===== config.mk =====
export PLATFORM = sky130hd
export DESIGN_NAME = vdet_ctrl
export DESIGN_NICKNAME = d
export VERILOG_FILES = /design/src/rtl/vdet_pkg.sv /design/src/rtl/vdet_sync.sv /design/src/rtl/vdet_regs.sv /design/src/rtl/vdet_settle.sv /design/src/rtl/vdet_capture.sv /design/src/rtl/vdet_ctrl.sv
export SDC_FILE = /design/constraint.sdc
export NUM_CORES = 1
export LEC_CHECK = 0
export ABC_CLOCK_PERIOD_IN_PS = 3800
export BUFFER_PORTS_ARGS = -buffer_cell sky130_fd_sc_hd__buf_2
export CAP_MARGIN = 20
export CORE_ASPECT_RATIO = 1.1
export CORE_MARGIN = 1.5
export CORE_UTILIZATION = 50
export CTS_CLUSTER_SIZE = 28
export DETAILED_ROUTE_END_ITERATION = 10
export GPL_TIMING_DRIVEN = 0
export MAX_ROUTING_LAYER = met4
export PLACE_DENSITY = 0.77
export SETUP_SLACK_MARGIN = 0.5
export SYNTH_ARGS = -nofsm -noshare
export SYNTH_HDL_FRONTEND = slang
export SYNTH_SLANG_ARGS = --single-unit

===== constraint.sdc =====
create_clock -name clk_i -period 3.8 [get_ports clk_i]
set_input_delay 0.57 -clock clk_i [delete_from_list [all_inputs] [get_ports clk_i]]
set_output_delay 0.57 -clock clk_i [all_outputs]
set_load 0.005 [all_outputs]

===== src/rtl/vdet_pkg.sv =====
package vdet_pkg;
  typedef logic [3:0] nib_t;

  typedef enum logic [1:0] {
    SEL_NONE = 2'd0,
    SEL_THR  = 2'd1,
    SEL_CTRL = 2'd2
  } reg_sel_e;

  function automatic int settle_cycles(int clk_hz, int settle_us);
    return (clk_hz / 1_000_000) * settle_us;
  endfunction
endpackage


===== src/rtl/vdet_sync.sv =====
module vdet_sync #(
  parameter int STAGES = 2
) (
  input  logic clk_i,
  input  logic rst_ni,
  input  logic d_i,
  output logic q_o
);
  logic [STAGES-1:0] stage_q;

  generate
    if (STAGES == 1) begin : g_one
      always_ff @(posedge clk_i or negedge rst_ni)
        if (!rst_ni) stage_q <= '0;
        else         stage_q <= d_i;
    end else begin : g_chain
      always_ff @(posedge clk_i or negedge rst_ni)
        if (!rst_ni) stage_q <= '0;
        else         stage_q <= {stage_q[STAGES-2:0], d_i};
    end
  endgenerate

  assign q_o = stage_q[STAGES-1];
endmodule


===== src/rtl/vdet_regs.sv =====
module vdet_regs
  import vdet_pkg::*;
#(
  parameter int          ADDR_W    = 16,
  parameter int unsigned BASE_ADDR = 'hFF04
) (
  input  logic              clk_i,
  input  logic              rst_ni,
  input  logic [ADDR_W-1:0] addr_i,
  input  logic              we_i,
  input  nib_t              wdata_i,
  input  logic              result_i,
  output nib_t              rdata_o,
  output nib_t              thr_o,
  output logic              en_q_o,
  output logic              en_d_o
);
  localparam logic [ADDR_W-1:0] ThrAddr  = ADDR_W'(BASE_ADDR);
  localparam logic [ADDR_W-1:0] CtrlAddr = ADDR_W'(BASE_ADDR + 1);

  reg_sel_e sel;
  nib_t     thr_q;
  logic     en_q;

  always_comb begin
    if (addr_i == ThrAddr)       sel = SEL_THR;
    else if (addr_i == CtrlAddr) sel = SEL_CTRL;
    else                         sel = SEL_NONE;
  end

  // next enable value, shared with the capture edge detector
  assign en_d_o = (we_i && sel == SEL_CTRL) ? wdata_i[0] : en_q;

  always_ff @(posedge clk_i or negedge rst_ni)
    if (!rst_ni)                     thr_q <= '0;
    else if (we_i && sel == SEL_THR) thr_q <= wdata_i;

  always_ff @(posedge clk_i or negedge rst_ni)
    if (!rst_ni) en_q <= 1'b0;
    else         en_q <= en_d_o;

  always_comb begin
    unique case (sel)
      SEL_THR:  rdata_o = thr_q;
      SEL_CTRL: rdata_o = {2'b00, result_i, en_q};
      default:  rdata_o = '0;
    endcase
  end

  assign thr_o  = thr_q;
  assign en_q_o = en_q;

  assert_thr_wr_R2: assert property (@(posedge clk_i) disable iff (!rst_ni)
    (we_i && addr_i == ThrAddr) |=> thr_q == $past(wdata_i));
  assert_en_wr_R3: assert property (@(posedge clk_i) disable iff (!rst_ni)
    (we_i && addr_i == CtrlAddr) |=> en_q == $past(wdata_i[0]));
  assert_foreign_wr_R9: assert property (@(posedge clk_i) disable iff (!rst_ni)
    (we_i && addr_i != ThrAddr && addr_i != CtrlAddr) |=> ($stable(thr_q) && $stable(en_q)));
endmodule


===== src/rtl/vdet_settle.sv =====
module vdet_settle #(
  parameter int CYC = 20000
) (
  input  logic clk_i,
  input  logic rst_ni,
  input  logic en_i,
  output logic settled_o
);
  localparam int            CW   = (CYC > 1) ? $clog2(CYC) : 1;
  localparam logic [CW-1:0] Last = CW'(CYC - 1);

  logic [CW-1:0] cnt_q;

  // counts enabled cycles after the first, saturates at Last
  always_ff @(posedge clk_i or negedge rst_ni)
    if (!rst_ni)            cnt_q <= '0;
    else if (!en_i)         cnt_q <= '0;
    else if (cnt_q != Last) cnt_q <= cnt_q + 1'b1;

  assign settled_o = (cnt_q == Last);

  assert_idle_clear_R7: assert property (@(posedge clk_i) disable iff (!rst_ni)
    !en_i |=> cnt_q == '0);
  assert_sat_hold_R6: assert property (@(posedge clk_i) disable iff (!rst_ni)
    (en_i && settled_o) |=> settled_o);
  assert_no_overflow_R7: assert property (@(posedge clk_i) disable iff (!rst_ni)
    cnt_q <= Last);
endmodule


===== src/rtl/vdet_capture.sv =====
module vdet_capture (
  input  logic clk_i,
  input  logic rst_ni,
  input  logic en_q_i,
  input  logic en_d_i,
  input  logic below_s_i,
  input  logic settled_i,
  output logic result_o,
  output logic valid_o
);
  logic fall;
  logic result_q, valid_q;

  assign fall = en_q_i & ~en_d_i;

  always_ff @(posedge clk_i or negedge rst_ni)
    if (!rst_ni) begin
      result_q <= 1'b0;
      valid_q  <= 1'b0;
    end else if (fall) begin
      result_q <= below_s_i;
      valid_q  <= settled_i;
    end

  assign result_o = result_q;
  assign valid_o  = valid_q;

  assert_cap_R4: assert property (@(posedge clk_i) disable iff (!rst_ni)
    (en_q_i && !en_d_i) |=> result_q == $past(below_s_i));
  assert_hold_R6: assert property (@(posedge clk_i) disable iff (!rst_ni)
    !(en_q_i && !en_d_i) |=> ($stable(result_q) && $stable(valid_q)));
  assert_valid_R7: assert property (@(posedge clk_i) disable iff (!rst_ni)
    (en_q_i && !en_d_i) |=> valid_q == $past(settled_i));
endmodule


===== src/rtl/vdet_ctrl.sv =====
module vdet_ctrl
  import vdet_pkg::*;
#(
  parameter int          ADDR_W      = 16,
  parameter int unsigned BASE_ADDR   = 'hFF04,
  parameter int          CLK_HZ      = 200_000_000,
  parameter int          SETTLE_US   = 100,
  parameter int          SYNC_STAGES = 2
) (
  input  logic              clk_i,
  input  logic              rst_ni,
  input  logic [ADDR_W-1:0] addr_i,
  input  logic              we_i,
  input  logic [3:0]        wdata_i,
  output logic [3:0]        rdata_o,
  input  logic              below_i,
  output logic              det_en_o,
  output logic [3:0]        det_sel_o,
  output logic              result_valid_o
);
  localparam int SettleCyc = settle_cycles(CLK_HZ, SETTLE_US);
  localparam logic [ADDR_W-1:0] CtrlAddr = ADDR_W'(BASE_ADDR + 1);
  localparam logic [ADDR_W-1:0] ThrAddr  = ADDR_W'(BASE_ADDR);

  nib_t thr;
  logic en_q, en_d, below_s, settled, result;

  vdet_regs #(.ADDR_W(ADDR_W), .BASE_ADDR(BASE_ADDR)) u_regs (
    .clk_i, .rst_ni, .addr_i, .we_i, .wdata_i,
    .result_i(result), .rdata_o, .thr_o(thr), .en_q_o(en_q), .en_d_o(en_d)
  );

  vdet_sync #(.STAGES(SYNC_STAGES)) u_sync (
    .clk_i, .rst_ni, .d_i(below_i), .q_o(below_s)
  );

  vdet_settle #(.CYC(SettleCyc)) u_settle (
    .clk_i, .rst_ni, .en_i(en_q), .settled_o(settled)
  );

  vdet_capture u_cap (
    .clk_i, .rst_ni, .en_q_i(en_q), .en_d_i(en_d), .below_s_i(below_s),
    .settled_i(settled), .result_o(result), .valid_o(result_valid_o)
  );

  assign det_en_o  = en_q;
  assign det_sel_o = thr;

  assert_hi_zero_R5: assert property (@(posedge clk_i) disable iff (!rst_ni)
    (addr_i == CtrlAddr) |-> rdata_o[3:2] == 2'b00);
  assert_sel_stable_R2: assert property (@(posedge clk_i) disable iff (!rst_ni)
    !(we_i && addr_i == ThrAddr) |=> $stable(det_sel_o));
endmodule


==> key figures <==
Run status
  – Status: finished clean

Die
  – Die area: roughly 0.0028 mm2
  – Die W: roughly 50 um
  – Number of top-level pins: 34
  – Die span in y: between 50 and 60 um
  – Core Footprint: approximately 0.0023 mm2
  – Starting density of the core: 0.5447
  – Row count: 18

Synth
  – Commonest cells post-synth: 24 x dfrtp_1, 9 x and2_1, 7 x nand2_1, 7 x nand3_1, 6 x nor2_1
  – Synthesized instance count: 117
  – Post-Syn Nets: between 100 and 150
  – Cell area after synthesis: approximately 0.0013 mm2
  – Top-area cell type share of the netlist area: 0.4800
  – Ys async rst share: 1.000
  – Area contributors post-synth: dfrtp_1 48%, and2_1 4.5%, mux2_2 4.5%
  – Yosys reg bits: 24
  – Top_reg_cell synth: dfrtp_1
  – Sequential fraction of the synthesis area: 0.4800
  – Post-synth EDFFs: 0
  – Synth area leader: dfrtp_1
  – Number of distinct library cells after synthesis: 31
  – Most common cell in the netlist: dfrtp_1
  – Synthesized area per cell: around 11 um2
  – Warning count from the yosys run: 0

Worst hold path
  – Hold WC Path Type: primary input to async pin

Job
  – Max_cap viols: 0

Clock tree
  – CTS clk-pin slew, worst paths: 130 ps
  – Clock root buffer: clkbuf_4
  – Clk_lat worst skew: ~300 ps
  – CTS sink count: 24
  – Post-CTS setup repair buffer count: 0
  – Resize count post-CTS: 0
  – Cts bufs inserted: 3
  – Hold-fix buffers, CTS: 0
  – CTS tree: built
  – H-tree depth: 1
  – CTS max path bufs: 2

Critical path
  – CP arrival: 2210 ps
  – CP Launch Point: addr_i[1]
  – FF-to-FF Start: u_settle.cnt_q[5]$_DFFE_PN0P_
  – R2R Setup Slk: between 1500 and 2000 ps
  – Kind of critical path: primary input to output port
  – WP data required: 3230 ps
  – Critical path capture point type: output port
  – Worst-path maximum fanout: 5
  – Worst setup SP type: primary input

Pwr
  – PD cells: roughly 270 mW/mm2
  – Total leakage power: roughly 0.69 nW
  – Total power: roughly 0.41 mW
  – Peak VDD IR: about 0.22 mV

Placed design
  – DP Worst Slack: 1009 ps
  – Port Buf Inserts: 33
  – Post-detail-place hpwl: 2.026 mm
  – Placed instance count: 180
  – DP Area: ~0.0015 mm2
  – GPL Wtd Cong: about 0.75

Global route
  – Vias in the first global route: about 960
  – Initial antenna violation count: 0
  – Total GRT Usage: 0.2107
  – Largest net degree at the start of global routing: 25
  – Global route overflow: 0
  – Global-route wire length before repair: about 4.4 mm

STA
  – Hold Slack: 221.3 ps
  – RSZ-0062 raised after global routing: no
  – Final period demand of the worst path: 2777 ps
  – Final hold violations: 0
  – Slew @ Worst Pin: 529.3 ps
  – Final period utilization: 0.7307
  – F_max: 360.2 MHz
  – Clk_skew: ~0.87 ps
  – Worst setup margin: 1023 ps
  – Setup TNS: 0 ps
  – Setup violators final: 0
  – Max transition margin: 0.6471
  – Final Max Slew Viols: 0

Finish
  – Ant diodes: 0
  – Area grow syn2layout: 19.10%
  – Multi-input logic area: 624.3 um2
  – Final cell count without fillers: 184
  – FF/Latch Area: around 600 um2
  – Post-route cell area: around 0.0015 mm2
  – Post-layout util: 0.6487
  – Share of cells above drive strength 1: 0.2987
  – Nets@finish: 180
  – Filler cells: between 150 and 200

Routing
  – Via density per instance: about 5.7
  – Pre-Repair DR Iteration Count: 4
  – 1st-iter DRT viols: 20
  – Routed Wire Length: 2.619 mm
  – Post-DRT Antenna Nets: 0
  – DRC violations left: 0
  – Routed len/inst: between 10 and 15 um
  – Total number of vias: 1,042
## flip-flops by register name, indices dropped and copies added, names as in the netlist
signal and flops:
u_sync.stage_q 2, u_regs.thr_o 4, u_cap.result_o 1, u_regs.en_q_o 1, u_settle.cnt_q 15, u_cap.valid_o 1
## power breakdown
group,total (mW),switching [mW],internal [mW]
registers,0.257,0.000253,0.256
logic,0.0207,0.0109,0.00982
clock network,0.132,0.0733,0.0584
## layer usage
layer | share of wire | vias up | global-route usage
met3 | 0.032 | 2 | 0.03243
met1 | 0.43 | 512 | 0.2722
met2 | 0.53 | 27 | 0.3440
met4 | 0.0076 | 0 | 0.05792
li1 | - | 501 | -
met5 | 0 | - | -
## placed cells by master (no fill, tap or decap), drive strengths merged
master   n
inv      5
nor4b    1
nor3     2
ha       1
or3      5
nand3b   2
a31oi    1
xor2     4
and2     9
nand3    7
or4      1
and4b    1
nand2    7
xnor2    3
nand2b   1
or4b     3
buf     33
nor2b    1
clkbuf   6
mux2     6
o211ai   1
a21boi   3
nor3b    2
mux2i    5
o21ai    4
dfrtp   24
nor4     6
nor2     6
nand4    4
## worst max-delay path: stages
cell    delay (ps)
buf_2           90
or4b_1         530
or4_4          610
nor2_1         160
and2_1         140
buf_2          100
## final timing paths
kind	end	cells past startpoint
max reg2reg	u_settle.cnt_q[5]$_DFFE_PN0P_	4
min in group clk_i	u_sync.stage_q[0]$_DFF_PN0_	1
min	u_regs.thr_o[3]$_DFFE_PN0P_	1
max in group asynchronous	u_regs.thr_o[0]$_DFFE_PN0P_	1
min reg2reg	u_sync.stage_q[1]$_DFF_PN0_	0
max	rdata_o[2]	6
## cell type report
cell class,instances,area share
multi-input combinational,86,0.4190
timing repair buffer,33,0.1108
clock buffer,4,0.02435
tap,30,0.02519
sequential,24,0.4030
buffer,2,0.005038
inverter,5,0.01259
## cells by family (layout without fill, tap and decap cells)
group	after synthesis	after routing	share of synthesized area
AO/OA/AOI/OAI	9	9	0.04500
XOR/XNOR	7	7	0.04900
adder cells (fa/ha/maj)	1	1	0.009998
buffers and inverters	7	44	0.02100
flip-flops	24	24	0.4800
multiplexers	11	11	0.09400
AND/OR/NAND/NOR	58	58	0.3010
No activity file was read; power rests on OpenSTA's default activity.
